[src/rtl/flash_wp_pkg.sv]
package flash_wp_pkg;

    typedef enum logic [1:0] {
        REQ_PROGRAM = 2'b00,
        REQ_SECTOR  = 2'b01,
        REQ_CHIP    = 2'b10,
        REQ_RSVD    = 2'b11
    } req_kind_e;

    typedef struct packed {
        logic       tb;
        logic       bpl;
        logic [2:0] bp;
    } prot_bits_t;

    localparam int SR_DATA_W  = 8;
    localparam int SRB_BP_LSB = 2;
    localparam int SRB_TB     = 5;
    localparam int SRB_BPL    = 7;
    localparam int BP_W       = 3;

endpackage

[src/rtl/wp_status_reg.sv]
module wp_status_reg
    import flash_wp_pkg::*;
(
    input  logic                 clk,
    input  logic                 rst_n,
    input  logic                 wr_en,
    input  logic [SR_DATA_W-1:0] wr_data,
    input  logic                 wp_n,
    output prot_bits_t           prot_o
);

    typedef struct packed {
        prot_bits_t bits;
    } sr_state_t;

    sr_state_t st_d, st_q;
    logic      wr_allowed;

    logic unused_sr_bits;
    assign unused_sr_bits = ^{wr_data[1:0], wr_data[6]};

    always_comb begin
        st_d       = st_q;
        wr_allowed = wp_n | ~st_q.bits.bpl;
        if (wr_en && wr_allowed) begin
            st_d.bits.bp  = wr_data[SRB_BP_LSB +: BP_W];
            st_d.bits.tb  = wr_data[SRB_TB];
            st_d.bits.bpl = wr_data[SRB_BPL];
        end
    end

    always_ff @(posedge clk or negedge rst_n) begin
        if (!rst_n) begin
            st_q <= '0;
        end else begin
            st_q <= st_d;
        end
    end

    assign prot_o = st_q.bits;

    // pin low with lock set freezes every protection field
    assert_lock_hold_R3: assert property (@(posedge clk) disable iff (!rst_n)
        (wr_en && !wp_n && prot_o.bpl) |=> $stable(prot_o));

    // an accepted write lands at its fixed bit positions
    assert_write_lands_R2: assert property (@(posedge clk) disable iff (!rst_n)
        (wr_en && (wp_n || !prot_o.bpl)) |=>
        (prot_o.bp == $past(wr_data[SRB_BP_LSB +: BP_W]) &&
         prot_o.tb == $past(wr_data[SRB_TB]) &&
         prot_o.bpl == $past(wr_data[SRB_BPL])));

    // no write strobe, no change
    assert_idle_hold_R2: assert property (@(posedge clk) disable iff (!rst_n)
        !wr_en |=> $stable(prot_o));

endmodule

[src/rtl/wp_range_decode.sv]
module wp_range_decode
    import flash_wp_pkg::*;
#(
    parameter int NUM_BLOCKS = 8
) (
    input  prot_bits_t            prot,
    output logic [NUM_BLOCKS-1:0] blk_mask
);

    localparam int CNT_W = $clog2(NUM_BLOCKS + 1);
    localparam logic [CNT_W-1:0] SPAN_ALL  = CNT_W'(NUM_BLOCKS);
    localparam logic [CNT_W-1:0] SPAN_1_8  = CNT_W'(NUM_BLOCKS / 8);
    localparam logic [CNT_W-1:0] SPAN_1_4  = CNT_W'(NUM_BLOCKS / 4);
    localparam logic [CNT_W-1:0] SPAN_1_2  = CNT_W'(NUM_BLOCKS / 2);
    localparam logic [CNT_W-1:0] SPAN_6_8  = CNT_W'(NUM_BLOCKS - NUM_BLOCKS / 4);
    localparam logic [CNT_W-1:0] SPAN_7_8  = CNT_W'(NUM_BLOCKS - NUM_BLOCKS / 8);

    logic [CNT_W-1:0] span;
    logic [CNT_W-1:0] top_floor;

    logic unused_lock;
    assign unused_lock = prot.bpl;

    always_comb begin
        unique case (prot.bp)
            3'b000:  span = '0;
            3'b001:  span = SPAN_1_8;
            3'b010:  span = SPAN_1_4;
            3'b011:  span = SPAN_1_2;
            3'b100:  span = SPAN_6_8;
            3'b101:  span = SPAN_7_8;
            default: span = SPAN_ALL;
        endcase
        top_floor = SPAN_ALL - span;
    end

    for (genvar i = 0; i < NUM_BLOCKS; i++) begin : g_blk
        localparam logic [CNT_W-1:0] IDX = CNT_W'(i);
        assign blk_mask[i] = prot.tb ? (IDX < span) : (IDX >= top_floor);
    end

endmodule

[src/rtl/wp_request_judge.sv]
module wp_request_judge
    import flash_wp_pkg::*;
#(
    parameter int ADDR_W     = 19,
    parameter int NUM_BLOCKS = 8,
    parameter int SECTOR_AW  = 12
) (
    input  logic                  clk,
    input  logic                  rst_n,
    input  logic                  req_valid,
    input  logic [1:0]            req_kind,
    input  logic [ADDR_W-1:0]     req_addr,
    input  logic [NUM_BLOCKS-1:0] blk_mask,
    input  logic                  bp_clear,
    output logic                  resp_valid,
    output logic                  resp_grant
);

    localparam int BLK_W = $clog2(NUM_BLOCKS);
    localparam int SEC_W = ADDR_W - SECTOR_AW;

    typedef struct packed {
        logic valid;
        logic grant;
    } resp_t;

    resp_t            rs_d, rs_q;
    logic [SEC_W-1:0] sector_idx;
    logic [BLK_W-1:0] blk_idx;
    logic             blk_locked;

    assign sector_idx = req_addr[ADDR_W-1:SECTOR_AW];
    assign blk_idx    = sector_idx[SEC_W-1 -: BLK_W];
    assign blk_locked = blk_mask[blk_idx];

    logic unused_addr_bits;
    assign unused_addr_bits = ^{req_addr[SECTOR_AW-1:0], sector_idx[SEC_W-BLK_W-1:0]};

    always_comb begin
        rs_d.valid = req_valid;
        rs_d.grant = 1'b0;
        if (req_valid) begin
            unique case (req_kind_e'(req_kind))
                REQ_PROGRAM: rs_d.grant = ~blk_locked;
                REQ_SECTOR:  rs_d.grant = ~blk_locked;
                REQ_CHIP:    rs_d.grant = bp_clear;
                default:     rs_d.grant = 1'b0;
            endcase
        end
    end

    always_ff @(posedge clk or negedge rst_n) begin
        if (!rst_n) begin
            rs_q <= '0;
        end else begin
            rs_q <= rs_d;
        end
    end

    assign resp_valid = rs_q.valid;
    assign resp_grant = rs_q.grant;

    // answer follows the strobe by exactly one cycle
    assert_resp_timing_R10: assert property (@(posedge clk) disable iff (!rst_n)
        req_valid |=> resp_valid);
    assert_no_spurious_R10: assert property (@(posedge clk) disable iff (!rst_n)
        !req_valid |=> !resp_valid);

    // chip erase refused with any nonzero code
    assert_chip_guard_R9: assert property (@(posedge clk) disable iff (!rst_n)
        (req_valid && req_kind == REQ_CHIP && !bp_clear) |=> (resp_valid && !resp_grant));

    // request into a protected block refused
    assert_blk_deny_R8: assert property (@(posedge clk) disable iff (!rst_n)
        (req_valid && (req_kind == REQ_PROGRAM || req_kind == REQ_SECTOR) && blk_locked)
        |=> !resp_grant);

endmodule

[src/rtl/flash_wp_ctrl.sv]
module flash_wp_ctrl
    import flash_wp_pkg::*;
#(
    parameter int ADDR_W     = 19,
    parameter int NUM_BLOCKS = 8,
    parameter int SECTOR_AW  = 12
) (
    input  logic              clk,
    input  logic              rst_n,
    input  logic              sr_wr_en,
    input  logic [7:0]        sr_wr_data,
    input  logic              wp_n,
    input  logic              req_valid,
    input  logic [1:0]        req_kind,
    input  logic [ADDR_W-1:0] req_addr,
    output logic              tb_o,
    output logic              bpl_o,
    output logic [2:0]        bp_o,
    output logic              resp_valid,
    output logic              resp_grant
);

    prot_bits_t            prot_q;
    logic [NUM_BLOCKS-1:0] blk_mask;
    logic                  bp_clear;

    wp_status_reg u_sr (
        .clk     (clk),
        .rst_n   (rst_n),
        .wr_en   (sr_wr_en),
        .wr_data (sr_wr_data),
        .wp_n    (wp_n),
        .prot_o  (prot_q)
    );

    wp_range_decode #(
        .NUM_BLOCKS (NUM_BLOCKS)
    ) u_dec (
        .prot     (prot_q),
        .blk_mask (blk_mask)
    );

    assign bp_clear = (prot_q.bp == '0);

    wp_request_judge #(
        .ADDR_W     (ADDR_W),
        .NUM_BLOCKS (NUM_BLOCKS),
        .SECTOR_AW  (SECTOR_AW)
    ) u_judge (
        .clk        (clk),
        .rst_n      (rst_n),
        .req_valid  (req_valid),
        .req_kind   (req_kind),
        .req_addr   (req_addr),
        .blk_mask   (blk_mask),
        .bp_clear   (bp_clear),
        .resp_valid (resp_valid),
        .resp_grant (resp_grant)
    );

    assign tb_o  = prot_q.tb;
    assign bpl_o = prot_q.bpl;
    assign bp_o  = prot_q.bp;

    // the no-protection and full-protection codes ignore tb
    assert_code_none_R5: assert property (@(posedge clk) disable iff (!rst_n)
        (prot_q.bp == 3'b000) |-> (blk_mask == '0));
    assert_code_all_R5: assert property (@(posedge clk) disable iff (!rst_n)
        (prot_q.bp[2] && prot_q.bp[1]) |-> (&blk_mask));

endmodule

[config.mk]
export PLATFORM = sky130hd
export DESIGN_NAME = flash_wp_ctrl
export DESIGN_NICKNAME = d
export VERILOG_FILES = /design/src/rtl/flash_wp_pkg.sv /design/src/rtl/wp_status_reg.sv /design/src/rtl/wp_range_decode.sv /design/src/rtl/wp_request_judge.sv /design/src/rtl/flash_wp_ctrl.sv
export SDC_FILE = /design/constraint.sdc
export NUM_CORES = 1
export LEC_CHECK = 0
export ABC_AREA = 1
export BUFFER_PORTS_ARGS = -buffer_cell sky130_fd_sc_hd__buf_2
export CORE_MARGIN = 2
export CORE_UTILIZATION = 47
export CTS_CLUSTER_SIZE = 28
export DETAILED_ROUTE_END_ITERATION = 6
export PLACE_DENSITY = 0.87
export SYNTH_ARGS = -nofsm -noshare
export SYNTH_HDL_FRONTEND = slang
export SYNTH_HIERARCHICAL = 1
export SYNTH_SLANG_ARGS = --single-unit
[constraint.sdc]
create_clock -name clk -period 5.5 [get_ports clk]
set_clock_uncertainty 0.2 [all_clocks]
set_input_delay 1.1 -clock clk [delete_from_list [all_inputs] [get_ports clk]]
set_output_delay 1.1 -clock clk [all_outputs]
set_load 0.01 [all_outputs]
# --- Word-level counts from Yosys, hierarchy flattened ---
# Cells that the tools add are included.
classes:
  add_sub_neg: 1
  n_lt_le_gt_ge: 17
  n_eq_ne: 7
  muxes: 13
  bitwise_logic: 3
  n_reduce_logical: 4
op_table:
  columns: ["op", "count"]
  rows:
  - ["$pmux 4 s6", 1]
  - ["$ge 3x4->1 const A", 4]
  - ["$lt 3x4->1 const A", 4]
  - ["$mux 1", 10]
  - ["$ge 1x4->1 const A", 2]
  - ["$ge 2x4->1 const A", 2]
  - ["$lt 1x4->1 const A", 2]
  - ["$lt 2x4->1 const A", 2]
  - ["$eq 3x2->1 const B", 2]
  - ["$eq 3x3->1 const B", 2]
  - ["$lt 3x4->1 const B", 1]
  - ["$sub 4x4->4 const A", 1]
  - ["$bmux 1 s3", 1]
  - ["$eq 3x1->1 const B", 1]
  - ["$logic_not 3->1", 1]
  - ["$eq 2x1->1 const B", 1]
  - ["$eq 2x2->1 const B", 1]
  - ["$logic_not 2->1", 1]
  - ["$not 1->1", 2]
  - ["$pmux 1 s2", 1]
  - ["$reduce_or 2->1", 1]
  - ["$logic_and 1x1->1", 1]
  - ["$or 1x1->1", 1]
totals:
  regBits: 7
  out_inout_bits: 7
  elab_cells: 50

# --- Depth between registers and ports, before layout ---
depth:
  ltp_word: 10
  ltp_mapped: 18

# --- Hierarchy ---
# The synthesis kept the hierarchy.
modules_own_cells:
  columns: ["mod", "n_inst", "cells_each", "area_per_inst_um2", "seq_area_each_um2"]
  rows:
  - ["wp_range_decode", 1, 61, 346.6, 0.0]
  - ["wp_status_reg", 1, 23, 203.9, 125.1]
  - ["wp_request_judge", 1, 32, 178.9, 50.0]
  - ["flash_wp_ctrl", 1, 4, 17.5, 0.0]

# --- Worst setup path after synthesis ---
# Ideal clock, no wire load.
synth_path:
  path_kind: "flip-flop to flip-flop"
  from: "register u_sr.st_q, in the netlist u_sr/prot_o[1]"
  to: "register u_judge.rs_q, in the netlist u_judge/resp_grant"
  setup_ns: 0.113
  arrival_ns: 1.963
  required_time_ns: 5.187
  setup_slack_ns: 3.224
  path_stages_with_launch: 16
  synth_period_minus_slack_ns: 2.276
  path_cell_list: "dfrtp_1 > ha_1 > nor2_2 > inv_1 > ha_1 > nand3b_1 > nand2_1 > nand2_1 > nand3_2 > inv_1 > nand2_1 > nand3_1 > nand3b_1 > nand3_1 > nand2_1 > inv_1"
synth_lines:
  columns: ["element", "line", "source"]
  rows:
  - ["from (decl)", "wp_status_reg.sv:16", "sr_state_t st_d, st_q;"]
  - ["from (signal assigned)", "wp_status_reg.sv:36", "st_q <= st_d;"]
  - ["to (signal assigned)", "wp_request_judge.sv:56", "rs_q <= rs_d;"]
  - ["to (decl)", "wp_request_judge.sv:27", "resp_t rs_d, rs_q;"]

==> summary.txt <==
Route
  – DR WL/cell: 9.781 µm
  – DRC violation total after the first TritonRoute iteration: 21
  – DRC violation count after routing: 0
  – Drt via density: 4.975
  – Detailed Routing Iterations Pass 1: 4
  – Aggregate routed wire length: 1565 µm
  – Vias: 796
  – Routed Antenna Nets: 0

Global routing
  – Wire length of the first global-routing pass: 2815 µm
  – Combined global-route utilization of all metal layers: 0.1911
  – Number of global-route vias before repair: 758
  – Antenna violations before repair: 0
  – Largest net degree at the start of global routing: 12
  – Grt total ovfl: 0

STA
  – Total negative setup slack: 0 ps
  – Number of pins with negative max-slew slack in the final report: 0
  – Period utilisation layout: 0.4527
  – Number of endpoints failing setup at the final stage: 0
  – F_max: 401.7 MHz
  – Actual transition at the worst max-transition pin: 386.0 ps
  – Tmin final: 2490 ps
  – Worst slew margin relative to its limit: 0.7427
  – Worst hold slack: 326.5 ps
  – Final hold viol count: 0
  – Setup repair after global routing missed its margin: no
  – Final worst slack: 3010 ps

Layout
  – Layout cell share with drive strength beyond 1: 0.2639
  – Signed area change from the synthesized netlist to the final layout: 19.26%
  – Final layout net count: 187
  – Non-filler cells in the finished layout: 160
  – Inserted Diodes: 0
  – Fill count: 134
  – Post-layout instance area: 890.9 µm²

Placement
  – Post-detailed-placement half-perimeter wirelength: 1245 µm
  – Worst setup slack before clock tree synthesis: 3036 ps
  – Last weighted congestion value of the routability-driven placer: 0.8918
  – Cell count after placement: 156
  – Post-detailed-placement cell area: 864.6 µm²
  – # port buffers: 21

Hold path
  – Worst min path class: flip-flop to flip-flop

Synth
  – Sequential element share of the synthesized area: 0.2345
  – Number of instances in the synthesized netlist: 120
  – Mapped Nets: 162
  – Yosys warning total: 6
  – Mean Syn Cell Area: 6.225 µm²
  – Total of flip-flops plus latches after synthesis: 7
  – Count of distinct cell types in the synthesized netlist: 18
  – Ranking of synthesized cells by area: dfrtp_1 23%, nand2_1 20%, ha_1 13%
  – Largest area contributor in the netlist: dfrtp_1
  – Post-Syn Area: 747.0 µm²
  – Post-synth top area share: 0.2345

Flow run
  – Reported max-cap violation count: 0

Floorplanning
  – Io pins: 41
  – Die Height: 43.87 µm
  – Core outline area: 0.001506 mm²
  – Total die area: 0.001924 mm²
  – Die W: 43.87 µm
  – Initial standard-cell utilization of the core: 0.4958
  – Standard-cell rows: 14

CTS
  – Clock root buffer: clkbuf_4
  – CTS tree: built
  – Post-CTS Resized: 0
  – Clock latency of the later-clocked register in the worst-skew pair: 250 ps
  – Max Root-Sink Buffers: 2
  – Post-CTS repair timing setup buffer count: 0
  – Maximum level of the CTS H-tree: 1
  – Post-CTS clock slew at the launch and capture registers of the worst setup and hold paths: 50 ps
  – Number of buffers created by CTS: 3
  – Hold buffer count at CTS: 0
  – Clock Sinks: 7

Critical path
  – Max Fanout on Critical Path: 7
  – Buffers plus inverters on the worst setup path: 3
  – Crit-path cells: ha_1 > nor2_2 > inv_1 > ha_1 > nand3b_1 > nand2_1 > nand2_1 > nand3_2 > inv_1 > nand2_1 > nand3_1 > nand3b_1 > nand3_1 > nand2_1 > inv_1
  – Worst endpoint data arrival time: 2430 ps
  – Highest cell delay on the worst timing path: 450 ps
  – Most common cell on crit path: nand2_1
  – Crit end category: flip-flop
  – Gate family responsible for the most delay along the worst path: simple AND/OR/NAND/NOR gates
  – Worst setup path class: flip-flop to flip-flop
  – Master of the slowest instance on the critical path: dfrtp_1
  – Startpoint types: flip-flop
  – Worst Path Required: 5440 ps

Run status
  – Status: finished clean

Pwr
  – PwrDens: 259.1 mW/mm²
  – Peak supply drop: 156.6 µV
  – Cell leakage power: 0.5506 nW
==> tightest hold or removal path, stage by stage, from the launching register on <==
cell	delay, ps
dfrtp_1	380
nand2_1	60
nand2_1	50
==> cells by family after synthesis <==
group,count (synthesis),share of synthesized area
simple gates,71,0.4355
buf+inv,27,0.1407
fa+ha+maj,8,0.1340
compound gates,7,0.05529
flops,7,0.2345
==> worst paths after layout <==
kind	slack [ps]	startpoint	cells after the start	end
max	3010	u_sr/prot_o[1]	15	u_judge/resp_grant
min in group asynchronous	470	rst_n	1	u_sr/prot_o[0]
max in group asynchronous	4470	rst_n	1	u_judge/resp_grant
max reg2reg	3010	u_sr/prot_o[1]	15	u_judge/resp_grant
min reg2reg	330	u_sr/prot_o[3]	2	u_sr/prot_o[3]
min	330	u_sr/prot_o[3]	2	u_sr/prot_o[3]
==> layer usage <==
metal  vias up  share of wire  GRT usage
met5         -              0          0
met2        32           0.51     0.3382
met1       348           0.43     0.2248
li1        416              -          -
met3         0          0.061    0.03750
met4         0              0    0.07273
==> where the power goes <==
group | switching [mW] | internal, mW
clock | 0.0182 | 0.0276
combinational | 0.0703 | 0.0459
sequential | 0.0111 | 0.0577
total | 0.0996 | 0.131
==> cell usage in the layout (no fill, tap or decap), drive strengths merged <==
| cell type | n |
|---|---|
| nand4 | 1 |
| a31oi | 1 |
| dfrtp | 7 |
| nand3b | 3 |
| buf | 21 |
| nand3 | 14 |
| o21bai | 1 |
| ha | 8 |
| inv | 26 |
| nor2 | 9 |
| nand2 | 44 |
| o21ai | 4 |
| a21boi | 1 |
| clkbuf | 4 |
==> sequential cells by signal (all words and copies together), names as in the netlist <==
name,count
u_judge/resp_grant,1
u_sr/prot_o,5
u_judge/resp_valid,1
==> cell type report <==
cell class / instances / area, µm² / area share
Clock buffer: 4 / 26.28 / 0.02949
Inverter: 26 / 97.59 / 0.1096
Multi-Input combinational cell: 86 / 466.7 / 0.5239
Sequential cell: 7 / 175.2 / 0.1966
Tap cell: 16 / 20.02 / 0.02247
Timing Repair Buffer: 21 / 105.1 / 0.1180
==> cell usage after synthesis <==
library cell,n
nand2_1,40
inv_1,22
nand3_1,13
ha_1,8
dfrtp_1,7
nor2_2,5
inv_2,4
nand2_2,4
nor2_1,4
nand3b_1,3
o21ai_0,2
o21ai_1,2
a21boi_0,1
a31oi_1,1
buf_4,1
nand3_2,1
nand4_1,1
o21bai_1,1
==> stage by stage <==
step	power, mW	utilization
2_1_floorplan	0.1550	-
3_3_place_gp	0.1788	0.5739
3_5_place_dp	0.1849	0.5739
4_1_cts	0.2328	0.5914
5_1_grt	0.2565	0.5914
6_report	0.2308	0.5914
Power figures use the tool's default switching activity.
